## src/rtl/xfer_req_arbiter.sv

```systemverilog
module xfer_req_arbiter #(
  parameter int NVEC = 32,
  localparam int VW = $clog2(NVEC)
) (
  input  logic            clk,
  input  logic            rst_n,
  input  logic [NVEC-1:0] irq_req,
  input  logic [NVEC-1:0] en_set,
  input  logic [NVEC-1:0] en_clr,
  input  logic            run_wr,
  input  logic            run_val,
  output logic            xfer_start,
  output logic [VW-1:0]   xfer_vec,
  input  logic            xfer_ack,
  input  logic            xfer_last,
  input  logic            xfer_isel,
  input  logic            xfer_done,
  output logic [NVEC-1:0] flag_clr,
  output logic [NVEC-1:0] cpu_irq
);

  typedef enum logic [1:0] {IDLE, WAIT_ACK, MOVE} state_t;

  state_t          state_q;
  logic [NVEC-1:0] en_q;
  logic            run_q;
  logic            last_q, isel_q;
  logic [NVEC-1:0] elig;
  logic [VW-1:0]   win;
  logic [NVEC-1:0] vec_oh;
  logic [NVEC-1:0] drop;

  assign elig   = irq_req & en_q;
  assign vec_oh = NVEC'(1) << xfer_vec;
  assign drop   = (state_q == MOVE && xfer_done && last_q) ? vec_oh : '0;

  always_comb begin
    win = '0;
    for (int i = NVEC - 1; i >= 0; i--)
      if (elig[i]) win = VW'(i);
  end

  always_ff @(posedge clk) begin
    if (!rst_n) begin
      state_q    <= IDLE;
      en_q       <= '0;
      run_q      <= 1'b0;
      last_q     <= 1'b0;
      isel_q     <= 1'b0;
      xfer_start <= 1'b0;
      xfer_vec   <= '0;
      flag_clr   <= '0;
      cpu_irq    <= '0;
    end else begin
      xfer_start <= 1'b0;
      flag_clr   <= '0;
      cpu_irq    <= '0;
      en_q       <= (en_q | en_set) & ~en_clr & ~drop;
      if (run_wr) run_q <= run_val;
      case (state_q)
        IDLE:
          if (run_q && |elig) begin
            xfer_start <= 1'b1;
            xfer_vec   <= win;
            state_q    <= WAIT_ACK;
          end
        WAIT_ACK:
          if (xfer_ack) begin
            last_q  <= xfer_last;
            isel_q  <= xfer_isel;
            if (!xfer_last && !xfer_isel) flag_clr <= vec_oh;
            state_q <= MOVE;
          end
        MOVE:
          if (xfer_done) begin
            if (last_q || isel_q) cpu_irq <= vec_oh;
            state_q <= IDLE;
          end
        default: state_q <= IDLE;
      endcase
    end
  end

  logic [NVEC-1:0] elig_prev;
  logic            run_prev;
  always_ff @(posedge clk) begin
    if (!rst_n) begin
      elig_prev <= '0;
      run_prev  <= 1'b0;
    end else begin
      elig_prev <= elig;
      run_prev  <= run_q;
    end
  end

  assert_start_enabled_R1: assert property (@(posedge clk) disable iff (!rst_n)
    xfer_start |-> elig_prev[xfer_vec]);
  assert_no_preempt_R2: assert property (@(posedge clk) disable iff (!rst_n)
    (state_q != IDLE && !xfer_done) |=> !xfer_start);
  assert_lowest_wins_R3: assert property (@(posedge clk) disable iff (!rst_n)
    xfer_start |-> (elig_prev & ((NVEC'(1) << xfer_vec) - NVEC'(1))) == '0);
  assert_held_when_stopped_R4: assert property (@(posedge clk) disable iff (!rst_n)
    xfer_start |-> run_prev);
  assert_last_irq_R5: assert property (@(posedge clk) disable iff (!rst_n)
    (state_q == MOVE && xfer_done && last_q) |=> cpu_irq[xfer_vec] && !en_q[xfer_vec]);
  assert_isel_irq_R6: assert property (@(posedge clk) disable iff (!rst_n)
    (state_q == MOVE && xfer_done && isel_q) |=> cpu_irq[xfer_vec]);
  assert_flag_clear_R7: assert property (@(posedge clk) disable iff (!rst_n)
    (state_q == WAIT_ACK && xfer_ack && !xfer_last && !xfer_isel) |=> flag_clr[xfer_vec]);
  assert_quiet_done_R7: assert property (@(posedge clk) disable iff (!rst_n)
    (state_q == MOVE && xfer_done && !last_q && !isel_q) |=> cpu_irq == '0);
  assert_onehot_R9: assert property (@(posedge clk) disable iff (!rst_n)
    $onehot0(cpu_irq) && $onehot0(flag_clr));

endmodule

```

## config.mk

```make
export PLATFORM = sky130hd
export DESIGN_NAME = xfer_req_arbiter
export DESIGN_NICKNAME = d
export VERILOG_FILES = /design/src/rtl/xfer_req_arbiter.sv
export SDC_FILE = /design/constraint.sdc
export NUM_CORES = 1
export LEC_CHECK = 0
export ABC_CLOCK_PERIOD_IN_PS = 1600
export BUFFER_PORTS_ARGS = -buffer_cell sky130_fd_sc_hd__buf_2
export CAP_MARGIN = 20
export CORE_ASPECT_RATIO = 0.8
export CORE_MARGIN = 8
export CORE_UTILIZATION = 40
export CTS_CLUSTER_DIAMETER = 40
export DETAILED_ROUTE_END_ITERATION = 7
export GPL_TIMING_DRIVEN = 0
export PLACE_DENSITY = 0.72
export SKIP_LAST_GASP = 1
export SLEW_MARGIN = 20
export SYNTH_ARGS = -nofsm -noshare
export SYNTH_HDL_FRONTEND = slang
export SYNTH_SLANG_ARGS = --single-unit
```

## constraint.sdc

```tcl
create_clock -name clk -period 1.6 [get_ports clk]
set_input_delay 0 -clock clk [delete_from_list [all_inputs] [get_ports clk]]
set_output_delay 0 -clock clk [all_outputs]
set_load 0.02 [all_outputs]
```

==> impl_summary.md <==
Pwr
In this run the power density over the cells is between 900 and 1000 nW/um2. The maximum vdd ir drop is roughly 0.00052 V. The leakage power is roughly 0.0028 uW.

Clock tree
The number of buffers on the longest clock path is 2. TritonCTS built the clock tree. CTS placed an instance of clkbuf_16 at the clock tree root.

After clock tree synthesis, the clock-pin slew on the worst setup and hold paths is about 70 ps. CTS built an H-tree with a depth of 3. The tree built by TritonCTS fans out to between 100 and 150 sinks. The clock latency on the worst-skew pair is 350 ps. The total clock buffers created by CTS is 9.

Place
After detailed placement, the design holds a cell count of ~740. The HPWL reported at the end of detailed placement is between 10000 and 15000 um. Routability-driven placement finished with a final weighted congestion of between 0.8 and 0.9.

The number of I/O port buffers is about 170.

Die
The number of top-level design ports is between 150 and 200. Measured along the x axis, the die boundary spans approximately 130 um. The floorplan step set the die height to approximately 100 um. The placeable core area is between 9000 and 10000 um2.

The die covers roughly 13000 um2. For this configuration, the core starts out at a cell density of 0.410. In this run the core area contains 32 standard-cell rows.

Detailed routing
The average wire length per cell after detail routing is 17.3 um. The detailed-route DRC error count is 0. The iteration count of the initial detailed-routing pass is 5. The detailed router placed around 4300 vias in this run. The top routing layer in use is met4.

The total length of routed wires is 14500 um. The met1 routed wirelength after detailed routing is just over 6000 um. The number of nets with antenna violations after detailed routing is 0. For this block, the initial DRC count from the detailed router was 317. The average via count per standard cell is between 5 and 6. In the detailed route, the total length drawn on met2 is slightly below 7000 um. The met3 layer wire length in the routed design is approximately 1300 um.

STA
The number of max-slew violations in the final report is 0. The post-route minimum period is around 1800 ps. Setup slack on the critical path of the routed design comes to -196 ps.

The count of final hold-check violations is 0. Clock skew on the completed layout was measured at approximately 7.3 ps. Setup repair after global routing could not meet its margin everywhere. Based on the critical path, the design can be clocked at up to around 0.56 GHz.

Setup violations remaining at the end of the flow were counted as 8. The worst-case headroom to the max-slew limit is 0.515. The tightest hold path in the finished design has a slack of between 30 and 40 ps. The pin slew with the least headroom to its limit is 726 ps. Dividing the final minimum period by the clock period gives 1.12.

Critical path
The endpoint kind of the worst setup timing path is a flop. On the critical path, the stage with the largest delay is an instance of or4_4. Data arrives at the worst endpoint at roughly 2000 ps. The worst register-to-register path begins at en_q[23]. The kind of start point of the critical path is a flop.

The data required time at the worst endpoint is between 1500 and 2000 ps. In this run the worst setup path begins at en_q[23]. The critical path is of the reg2reg type. In this run the worst path has a maximum fanout of 6. The delay of the slowest cell on the worst path is 550 ps. Walking the worst path, the cells encountered are a22oi_2 > nand4_1 > or4_4 > and2_4 > nand3b_1 > o31ai_1.

Logic synthesis
Yosys mapped a number of flops with a built-in enable equal to 0. Averaged over all synthesized cells, the footprint is 8.76 um2. The share of the synthesized area in the top cell type is 0.543.

The cell taking the most area after synthesis is dfxtp_1. During synthesis, Yosys emitted a total of 0 warnings. The post-synthesis cell type count is 42. The synthesized flop and latch total is 107. Counting flops with an async set or reset pin after synthesis yields a share of 0. The mapped netlist covers between 3000 and 4000 um2. Synthesis produced a netlist with a net count of approximately 550. The portion of the post-synthesis area used by sequential elements is 0.543.

Ranked by total cell area, the synthesized netlist is headed by dfxtp_1 54%, nor2_1 13%, nor4b_1 7.1%, nand2_1 6.0%, a22oi_2 2.2%. The gate count after technology mapping is 450. The dominant register cell in the synthesized netlist is dfxtp_1.

Finish
The repair_antennas step left the layout with diodes totalling 0. The proportion of layout cells with a drive suffix above 1 is 0.352. The finished layout holds 841 standard cells, fillers aside. The multi-input combinational cell area is 1790 um2. The area growth from synthesis to layout is 56.6%. The sequential standard cell area is 2150 um2. The net count of the finished layout is roughly 800. In the layout the commonest cells are 175 x buf_2, 133 x nor2_1, 101 x dfxtp_1. The filler cells instantiated in the layout total 786. The library cell used most frequently in the layout, excluding fill and tap cells, is buf_2.

Global routing
The global-route total usage across every layer is 0.213. The number of global-route vias before repair is 4438. Entering global routing, the biggest net connects 19 pins.

The total overflow reported by the global router is 0. The wire length of the first global-routing pass is between 20000 and 25000 um. The initial antenna violation count came to 0.

Status
The flow ran to the end, but the final reports show violations. The final reports fail on negative setup slack.

Worst hold path
The worst hold-check path type is in2reg. The start point of the worst hold path is xfer_ack.

Run
The number of max-cap violations is 0.
## cell usage after synthesis, drive strengths merged (2+ instances only)
master / number
a21boi: 2
a21oi: 8
a22oi: 17
a31oi: 4
a32o: 2
a32oi: 4
and2: 2
and3: 3
and3b: 2
buf: 6
clkbuf: 14
dfxtp: 107
inv: 5
mux2i: 3
nand2: 63
nand3: 5
nand3b: 3
nand4: 5
nor2: 133
nor2b: 4
nor3b: 5
nor4b: 32
o211a: 2
o211ai: 2
o21ai: 6
o31ai: 2
## flip-flops by register name, summed over array words and instances, names as in the netlist
signal	cells
state_q	2
last_q	1
run_q	1
flag_clr	32
en_q	32
cpu_irq	32
xfer_start	1
xfer_vec	5
isel_q	1
## critical path: cells and delay by family (launching register included)
family | cells | cell delay (ps)
AND/OR/NAND/NOR | 4 | 1040
AO/OA/AOI/OAI | 2 | 340
flip-flops | 1 | 330
## power by group
group,internal [uW],switching [uW],total [uW]
logic,386,324,710
clock network,1130,1000,2130
registers,2720,57.2,2770
total,4230,1380,5610
## cell families (layout without fill, tap and decap cells)
| logic type | count (synthesis) | in the layout | share of synthesized area |
|---|---|---|---|
| flip-flops | 107 | 107 | 0.543 |
| AND/OR/NAND/NOR | 262 | 262 | 0.319 |
| buffers and inverters | 25 | 297 | 0.0266 |
| multiplexers | 3 | 3 | 0.00761 |
| AO/OA/AOI/OAI | 53 | 53 | 0.104 |
## layer usage
layer | GRT usage | up-vias
met5 | 0 | -
met4 | 0.0788 | 0
met3 | 0.0726 | 28
met2 | 0.346 | 195
met1 | 0.256 | 2026
li1 | - | 2080
## what timing repair did
action / in CTS / in global routing
gates resized for setup: 17 / 22
setup endpoints to repair: 96 / 68
pin swaps: 15 / 8
hold buffers: 69 / 0
setup buffers: 14 / 3
hold endpoints to repair: 36 / 0
## per-stage QoR
| stage | utilization | power (uW) | area, um2 | worst slack, ps | TNS (ps) |
|---|---|---|---|---|---|
| after global routing | 0.643 | 5800 | 6180 | -265 | -1960 |
| final | 0.643 | 5610 | 6180 | -196 | -1020 |
| after floorplan | - | 3090 | 3980 | -41.9 | -102 |
| after global placement | 0.519 | 3340 | 4990 | -324 | -12510 |
| after detailed placement | 0.519 | 3350 | 4990 | -323 | -13160 |
| after CTS | 0.637 | 5610 | 6120 | -180 | -957 |
## area by class of cell
cell class	count	area share
plain buffers	17	0.0162
clock buffers	11	0.0393
clock inverters	5	0.00709
inverters	5	0.00304
multi-input cells	318	0.290
flip-flops and latches	107	0.348
well taps	119	0.0241
repair buffers	259	0.273
## path summary, 6_finish.rpt
kind                                    end  slack (ps)  cells after the start
worst max-delay path            xfer_vec[2]        -200                      6
worst min-delay path             state_q[0]          30                      4
worst max register to register  xfer_vec[2]        -200                      6
worst min register to register   state_q[0]         510                      1
No activity file was read; power rests on OpenSTA's default activity.
